==> config.mk <==
export PLATFORM = sky130hd
export DESIGN_NAME = hbr_ctrl_regs
export DESIGN_NICKNAME = d
export VERILOG_FILES = /design/src/rtl/hbr_pkg.sv /design/src/rtl/hbr_access_decode.sv /design/src/rtl/hbr_slot_bank.sv /design/src/rtl/hbr_reset_trigger.sv /design/src/rtl/hbr_ctrl_regs.sv
export SDC_FILE = /design/constraint.sdc
export NUM_CORES = 2
export LEC_CHECK = 0
export ABC_AREA = 1
export BUFFER_PORTS_ARGS = -buffer_cell sky130_fd_sc_hd__buf_4
export CORE_MARGIN = 5
export CORE_UTILIZATION = 46
export CTS_BUF_LIST = sky130_fd_sc_hd__clkbuf_4 sky130_fd_sc_hd__clkbuf_8
export CTS_CLUSTER_SIZE = 14
export DETAILED_ROUTE_END_ITERATION = 16
export GPL_ROUTABILITY_DRIVEN = 1
export GPL_TIMING_DRIVEN = 1
export PLACE_DENSITY = 0.69
export RECOVER_POWER = 25
export SLEW_MARGIN = 20
export SYNTH_ARGS = -nofsm -noshare
export SYNTH_HDL_FRONTEND = slang
export SYNTH_SLANG_ARGS = --single-unit
==> constraint.sdc <==
create_clock -name clk_i -period 1.85 [get_ports clk_i]
set_input_delay 0.2775 -clock clk_i [delete_from_list [all_inputs] [get_ports clk_i]]
set_output_delay 0.2775 -clock clk_i [all_outputs]
set_load 0.02 [all_outputs]
==> src/rtl/hbr_pkg.sv <==
package hbr_pkg;

  localparam int unsigned DATA_W       = 32;
  localparam int unsigned BE_W         = DATA_W / 8;
  localparam int unsigned NUM_WORDS    = 28;
  localparam int unsigned IDX_GENCFG   = 1;
  localparam int unsigned IDX_IEN_SET  = 12;
  localparam int unsigned IDX_IEN_CLR  = 13;
  localparam int unsigned IDX_IEN      = 14;
  localparam int unsigned IDX_ISTAT    = 15;
  localparam int unsigned RST_TRIG_BIT = 2;

  typedef enum logic [1:0] {
    SLOT_PLAIN,
    SLOT_ENABLE,
    SLOT_RDONLY
  } slot_kind_e;

  function automatic slot_kind_e slot_kind(int unsigned idx);
    if (idx == IDX_IEN)   return SLOT_ENABLE;
    if (idx == IDX_ISTAT) return SLOT_RDONLY;
    return SLOT_PLAIN;
  endfunction

  function automatic logic [DATA_W-1:0] slot_reset(int unsigned idx);
    case (idx)
      0:       return 32'h0000_0C40;
      1:       return 32'h0000_1384;
      2:       return 32'h2BFF_8010;
      3:       return 32'h255E_0091;
      4:       return 32'h0000_6140;
      7:       return 32'h0000_01FF;
      8:       return 32'h0000_01FF;
      26:      return 32'h0000_0008;
      27:      return 32'h1000_0000;
      default: return '0;
    endcase
  endfunction

endpackage

==> src/rtl/hbr_access_decode.sv <==
module hbr_access_decode
  import hbr_pkg::*;
#(
  parameter int unsigned ADDR_W = 8,
  localparam int unsigned WIDX_W = ADDR_W - 2
) (
  input  logic              req_i,
  input  logic              we_i,
  input  logic [BE_W-1:0]   be_i,
  input  logic [ADDR_W-1:0] addr_i,
  output logic [WIDX_W-1:0] word_idx_o,
  output logic              wr_o,
  output logic              rd_o,
  output logic              rd_ok_o
);

  logic whole_word;
  logic in_range;

  assign word_idx_o = addr_i[ADDR_W-1:2];
  assign whole_word = (be_i == {BE_W{1'b1}}) && (addr_i[1:0] == 2'b00);
  assign in_range   = ({{(32-WIDX_W){1'b0}}, word_idx_o} < NUM_WORDS);

  assign wr_o    = req_i && we_i && whole_word;
  assign rd_o    = req_i && !we_i;
  assign rd_ok_o = whole_word && in_range;

endmodule

==> src/rtl/hbr_slot_bank.sv <==
module hbr_slot_bank
  import hbr_pkg::*;
#(
  parameter int unsigned WIDX_W = 6
) (
  input  logic                                clk_i,
  input  logic                                rst_ni,
  input  logic                                wr_i,
  input  logic [WIDX_W-1:0]                   wr_idx_i,
  input  logic [DATA_W-1:0]                   wdata_i,
  output logic [NUM_WORDS-1:0][DATA_W-1:0]    slot_q_o
);

  logic set_hit;
  logic clr_hit;

  assign set_hit = wr_i && (wr_idx_i == WIDX_W'(IDX_IEN_SET));
  assign clr_hit = wr_i && (wr_idx_i == WIDX_W'(IDX_IEN_CLR));

  for (genvar i = 0; i < NUM_WORDS; i++) begin : g_slot
    if (slot_kind(i) == SLOT_RDONLY) begin : g_ro
      assign slot_q_o[i] = slot_reset(i);
    end else if (slot_kind(i) == SLOT_ENABLE) begin : g_en
      logic [DATA_W-1:0] en_q;
      // only reachable through the set/clear aliases
      always_ff @(posedge clk_i or negedge rst_ni) begin
        if (!rst_ni)      en_q <= slot_reset(i);
        else if (set_hit) en_q <= en_q | wdata_i;
        else if (clr_hit) en_q <= en_q & ~wdata_i;
      end
      assign slot_q_o[i] = en_q;
    end else begin : g_rw
      logic [DATA_W-1:0] word_q;
      always_ff @(posedge clk_i or negedge rst_ni) begin
        if (!rst_ni)
          word_q <= slot_reset(i);
        else if (wr_i && (wr_idx_i == WIDX_W'(i)))
          word_q <= wdata_i;
      end
      assign slot_q_o[i] = word_q;
    end
  end

endmodule

==> src/rtl/hbr_reset_trigger.sv <==
module hbr_reset_trigger (
  input  logic clk_i,
  input  logic rst_ni,
  input  logic cfg_wr_i,
  input  logic old_bit_i,
  input  logic new_bit_i,
  output logic req_o
);

  logic req_q;

  // rising edge of the stored bit, seen at write time
  always_ff @(posedge clk_i or negedge rst_ni) begin
    if (!rst_ni) req_q <= 1'b0;
    else         req_q <= cfg_wr_i && !old_bit_i && new_bit_i;
  end

  assign req_o = req_q;

endmodule

==> src/rtl/hbr_ctrl_regs.sv <==
module hbr_ctrl_regs
  import hbr_pkg::*;
#(
  parameter int unsigned ADDR_W = 8
) (
  input  logic              clk_i,
  input  logic              rst_ni,
  input  logic              req_i,
  input  logic              we_i,
  input  logic [BE_W-1:0]   be_i,
  input  logic [ADDR_W-1:0] addr_i,
  input  logic [DATA_W-1:0] wdata_i,
  output logic              rvalid_o,
  output logic [DATA_W-1:0] rdata_o,
  output logic              sw_rst_req_o
);

  localparam int unsigned WIDX_W = ADDR_W - 2;

  logic [WIDX_W-1:0]                word_idx;
  logic                             wr;
  logic                             rd;
  logic                             rd_ok;
  logic [NUM_WORDS-1:0][DATA_W-1:0] slot_q;
  logic [DATA_W-1:0]                rd_mux;
  logic                             cfg_wr;
  logic                             rvalid_q;
  logic [DATA_W-1:0]                rdata_q;

  hbr_access_decode #(.ADDR_W(ADDR_W)) u_decode (
    .req_i      (req_i),
    .we_i       (we_i),
    .be_i       (be_i),
    .addr_i     (addr_i),
    .word_idx_o (word_idx),
    .wr_o       (wr),
    .rd_o       (rd),
    .rd_ok_o    (rd_ok)
  );

  hbr_slot_bank #(.WIDX_W(WIDX_W)) u_bank (
    .clk_i    (clk_i),
    .rst_ni   (rst_ni),
    .wr_i     (wr),
    .wr_idx_i (word_idx),
    .wdata_i  (wdata_i),
    .slot_q_o (slot_q)
  );

  assign cfg_wr = wr && (word_idx == WIDX_W'(IDX_GENCFG));

  hbr_reset_trigger u_rst_trig (
    .clk_i     (clk_i),
    .rst_ni    (rst_ni),
    .cfg_wr_i  (cfg_wr),
    .old_bit_i (slot_q[IDX_GENCFG][RST_TRIG_BIT]),
    .new_bit_i (wdata_i[RST_TRIG_BIT]),
    .req_o     (sw_rst_req_o)
  );

  always_comb begin
    rd_mux = '0;
    for (int unsigned i = 0; i < NUM_WORDS; i++) begin
      if (word_idx == WIDX_W'(i)) rd_mux = slot_q[i];
    end
  end

  always_ff @(posedge clk_i or negedge rst_ni) begin
    if (!rst_ni) begin
      rvalid_q <= 1'b0;
      rdata_q  <= '0;
    end else begin
      rvalid_q <= rd;
      if (rd) rdata_q <= rd_ok ? rd_mux : '0;
    end
  end

  assign rvalid_o = rvalid_q;
  assign rdata_o  = rdata_q;

endmodule

==> run_results.csv <==
group,metric,value,unit
job,drv_cap,0,
critical_path,cpPeakStageDelay,0.38,ns
floorplanning,floorplan.die.height,306,µm
synth,postSynthRegisterBits,898,
grt,grtUsageTotal,24.1,%
critical_path,critPathSlowestCell,"sky130_fd_sc_hd__dfrtp_1",
status,status,"complete, but fails checks",
critical_path,arrival,3.03,ns
detailed_routing,finalWirelength,113000,µm
detailed_routing,avgViaCountPerCell,5.34,
floorplanning,coreArea,86900,µm²
placement,placed_cells_incl_taps,5530,
grt,grt_pass1_wl,180000,µm
detailed_routing,drtAntennaViolNets,0,
power_and_ir_drop,total_leakage_power,24.7,nW
synth,ys.warnings.count,0,
critical_path,worst_setup_path_start_kind,"register",
detailed_routing,drt_pass1_iterations,8,
grt,maximum_number_of_pins_on_one_net_before_global_route_repair,93,
power_and_ir_drop,max-vdd-ir-drop,0.000637,V
critical_path,worst_path_most_repeated_cell,"sky130_fd_sc_hd__nand4_1",
floorplanning,die_x,306,µm
clock_tree,cts_buffer_depth,3,
sta,clock-skew-final,0.0334,ns
detailed_routing,starting_drc_count_in_detailed_routing,2716,
floorplanning,floorplan.initialDensity,46.4,%
sta,post-route-period-util,127,%
layout,layout-drive-gt1-share,31.9,%
critical_path,worstPathRequired,2.54,ns
layout,filler_cell_count,7351,
grt,grt_antenna_before_repair,3,
clock_tree,cts.sink_count,898,
sta,rsz0062_at_grt,"true",
power_and_ir_drop,p_per_area,804,nW/µm²
status,failed_checks,"negative setup slack",
critical_path,timing.critical_path.fanout_max,2,
synth,post_synthesis_sequential_area_ratio,55.9,%
detailed_routing,detail_route.wl_per_cell,19.4,µm
sta,max_slew.worst_pin.slew,1.39,ns
critical_path,rr_startpoint,"u_bank.g_slot[0].g_rw.word_q[7]",
clock_tree,cts_tree,"built",
layout,layout.cells.non_filler,5831,
synth,syn_inst,4223,
power_and_ir_drop,p_switching,0.00921,W
detailed_routing,drc_errors,0,
clock_tree,clockRootBuffer,"sky130_fd_sc_hd__clkbuf_8",
power_and_ir_drop,p_clk_share,45.3,%
synth,post_synth.cell_area_avg,9.54,µm²
floorplanning,num_ports,82,
grt,globalRoute.totalOverflow,0,
hold_path,worst_hold_path_type,"in2reg",
critical_path,cp_num_buf_inv,1,
critical_path,critical_path.cell_chain,"nand2_1 -> o21ai_1 -> nor2_1 -> nand4_1 -> nand2_1 -> nand4_1 -> nor2_2 -> nand4_1 -> nand2_1 -> nand4_1 -> nor2_1 -> buf_4 -> nand4_1 -> nor2_1 -> nand4_1 -> nand2_1 -> nand2_1",
sta,final_period_minus_worst_setup_slack,2.34,ns
clock_tree,insertion_delay,0.81,ns
detailed_routing,detailroute.via_count,31200,
sta,final_max_slew_viol_count,0,
sta,max_freq,427,MHz
critical_path,timing.critical_path.to,"rdata_o[7]",
placement,worst_setup_timing_slack_at_the_placement_stage,-1.05,ns
floorplanning,die_area,93600,µm²
grt,grt_pass1_vias,31900,
placement,place.gp.congestion,0.844,
critical_path,r2r_cells,17,
sta,finalWorstSetupSlack,-0.494,ns
power_and_ir_drop,internal-power,0.0302,W
power_and_ir_drop,p_comb_share,4.5,%
clock_tree,path_clk_slew,0.06,ns
synth,synthesis.area,40300,µm²
placement,place.port_buffers,81,
layout,area_growth,21.5,%
clock_tree,htreeDepth,4,
sta,number_of_endpoints_failing_setup_at_the_final_stage,396,
power_and_ir_drop,seq_power_share,50.1,%
critical_path,crit_cells,17,
placement,detailed_place_hpwl,76500,µm
layout,num-nets-final,4609,
synth,yosysUniqueCellTypes,30,
critical_path,critical_path_class,"reg2reg",
sta,slew_headroom,7.09,%
critical_path,critPathLaunch,"u_bank.g_slot[0].g_rw.word_q[7]",
synth,mappedNetlistNets,4271,
power_and_ir_drop,sw_frac_of_total,23.4,%
sta,report.final.hold_viol_count,0,
critical_path,worstSetupEndpointType,"register",
floorplanning,placement_row_count,108,
critical_path,timing.rr.end,"rdata_o[7]",
critical_path,setup.reg_to_reg.worst_slack,-0.49,ns
critical_path,critical_path.top_delay_family,"simple AND/OR/NAND/NOR gates",
clock_tree,numCtsBuffers,145,
state kept, by name (all words and copies together) (netlist names), named ones only:
| name | cells |
|---|---|
| u_bank.g_slot.g_rw.word_q | 832 |
| rdata_o | 32 |
| u_rst_trig.req_o | 1 |
| rvalid_o | 1 |
power by group through the flow:
stage	Combinational, W	Sequential (W)	Clock [W]
2_1_floorplan	0.000557	0.0201	0
3_3_place_gp	0.00172	0.0201	0
3_5_place_dp	0.00173	0.0201	0
4_1_cts	0.00184	0.0197	0.0181
5_1_grt	0.00196	0.0197	0.0190
6_report	0.00179	0.0197	0.0178
placed cells by master, fill, tap and decap left out, drive strengths merged:
cell type,count
clkinvlp,4
o21ai,345
dfrtp,841
inv,360
dlygate4sd3,36
clkinv,14
nor3,17
dfstp,57
clkbuf,251
a21oi,139
buf,415
o211ai,1
nor2,238
o22ai,6
nand2,1201
or2,31
mux2,514
diode,2
nand3,42
nand4,162
cell type report:
class | count | area (µm²) | share of cell area (%)
clock buffer | 240 | 2920 | 5.96
timing repair buffer | 462 | 4680 | 9.57
sequential | 898 | 22500 | 46.1
inverter | 358 | 1350 | 2.76
tap | 1155 | 1450 | 2.95
clock inverter | 20 | 138 | 0.281
multi-input combinational | 2696 | 15900 | 32.4
antenna | 2 | 5.00 | 0.0102
tightest hold or removal path: cells and delay by family:
kind,cells,cell delay (ns)
buffers and inverters,3,0.49
AND/OR/NAND/NOR,2,0.16
AO/OA/AOI/OAI,1,0.08
synth_stat cells:
cell / number / area (µm²)
sky130_fd_sc_hd__nand2_2: 3 / 18.8
sky130_fd_sc_hd__nor3_1: 15 / 75.1
sky130_fd_sc_hd__inv_1: 342 / 1280
sky130_fd_sc_hd__nand3_1: 41 / 205
sky130_fd_sc_hd__inv_2: 12 / 45.0
sky130_fd_sc_hd__buf_6: 5 / 56.3
sky130_fd_sc_hd__mux2_2: 510 / 5740
sky130_fd_sc_hd__buf_4: 5 / 37.5
sky130_fd_sc_hd__or2_1: 2 / 12.5
sky130_fd_sc_hd__nor2_2: 10 / 62.6
sky130_fd_sc_hd__or2_2: 29 / 181
sky130_fd_sc_hd__nor3_2: 2 / 20.0
sky130_fd_sc_hd__mux2_1: 4 / 45.0
sky130_fd_sc_hd__nand2_1: 1198 / 4500
sky130_fd_sc_hd__nor2_1: 223 / 837
sky130_fd_sc_hd__clkbuf_1: 181 / 679
sky130_fd_sc_hd__clkinv_1: 4 / 15.0
sky130_fd_sc_hd__o21ai_1: 5 / 25.0
sky130_fd_sc_hd__o21ai_0: 340 / 1700
sky130_fd_sc_hd__clkbuf_2: 1 / 5.00
sky130_fd_sc_hd__buf_2: 74 / 370
sky130_fd_sc_hd__o211ai_1: 1 / 7.51
sky130_fd_sc_hd__nand4_1: 162 / 1010
sky130_fd_sc_hd__nor2_4: 5 / 56.3
sky130_fd_sc_hd__dfstp_2: 57 / 1500
sky130_fd_sc_hd__nand3_2: 1 / 10.0
sky130_fd_sc_hd__o22ai_1: 6 / 37.5
sky130_fd_sc_hd__buf_1: 5 / 18.8
sky130_fd_sc_hd__a21oi_1: 139 / 696
sky130_fd_sc_hd__dfrtp_1: 841 / 21000
stage by stage:
stage                     total power, W  utilization, %  area [µm²]  TNS [ns]  hold slack (ns)
after floorplan                   0.0206               -       40500     -1.86          -0.0181
after global placement            0.0218            52.0       45200   -216.16            0.172
after detailed placement          0.0218            52.0       45200   -233.75            0.169
after CTS                         0.0397            56.3       48900     -8.32            0.151
after global routing              0.0407            56.3       49000    -68.12            0.227
final                             0.0394            56.3       49000    -27.35            0.230
timing repair:
item / in CTS / in global routing
buffers inserted: 1 / 2
hold buffers: 36 / 0
cloned: 0 / 0
setup endpoints to repair: 35 / 32
pin swaps: 26 / 52
endpoints found under the hold margin: 1531 / 0
gates resized for setup: 118 / 47
how the worst min path moves through the flow:
stage / start / to / slack, ns / depth (start not counted)
detailed placement: rst_ni / u_bank.g_slot[13].g_rw.word_q[29] / 0.17 / 1
floorplan: rst_ni / async pin / -0.02 / 0
finish: req_i / u_bank.g_slot[0].g_rw.word_q[23] / 0.23 / 6
CTS: rst_ni / u_bank.g_slot[0].g_rw.word_q[17] / 0.15 / 3
global route: req_i / u_bank.g_slot[0].g_rw.word_q[23] / 0.23 / 6
global placement: rst_ni / u_bank.g_slot[13].g_rw.word_q[29] / 0.17 / 1
kinds of logic (layout without fill, tap and decap cells):
| family | count (synthesis) | in the layout | synth area share [%] |
|---|---|---|---|
| flip-flops | 898 | 898 | 55.9 |
| multiplexers | 514 | 514 | 14.4 |
| buffers and inverters | 629 | 1080 | 6.23 |
| AND/OR/NAND/NOR | 1691 | 1691 | 17.3 |
| other | 0 | 2 | 0 |
| AO/OA/AOI/OAI | 491 | 491 | 6.12 |
routing by layer:
layer | vias to the layer above | wire (µm) | GRT usage [%]
met5 | - | 27 | 0
met4 | 4 | 2350 | 6.66
met3 | 200 | 7780 | 4.67
met2 | 1029 | 53400 | 38.9
met1 | 15500 | 49400 | 33.5
li1 | 14400 | - | -
Power figures use the tool's default switching activity.
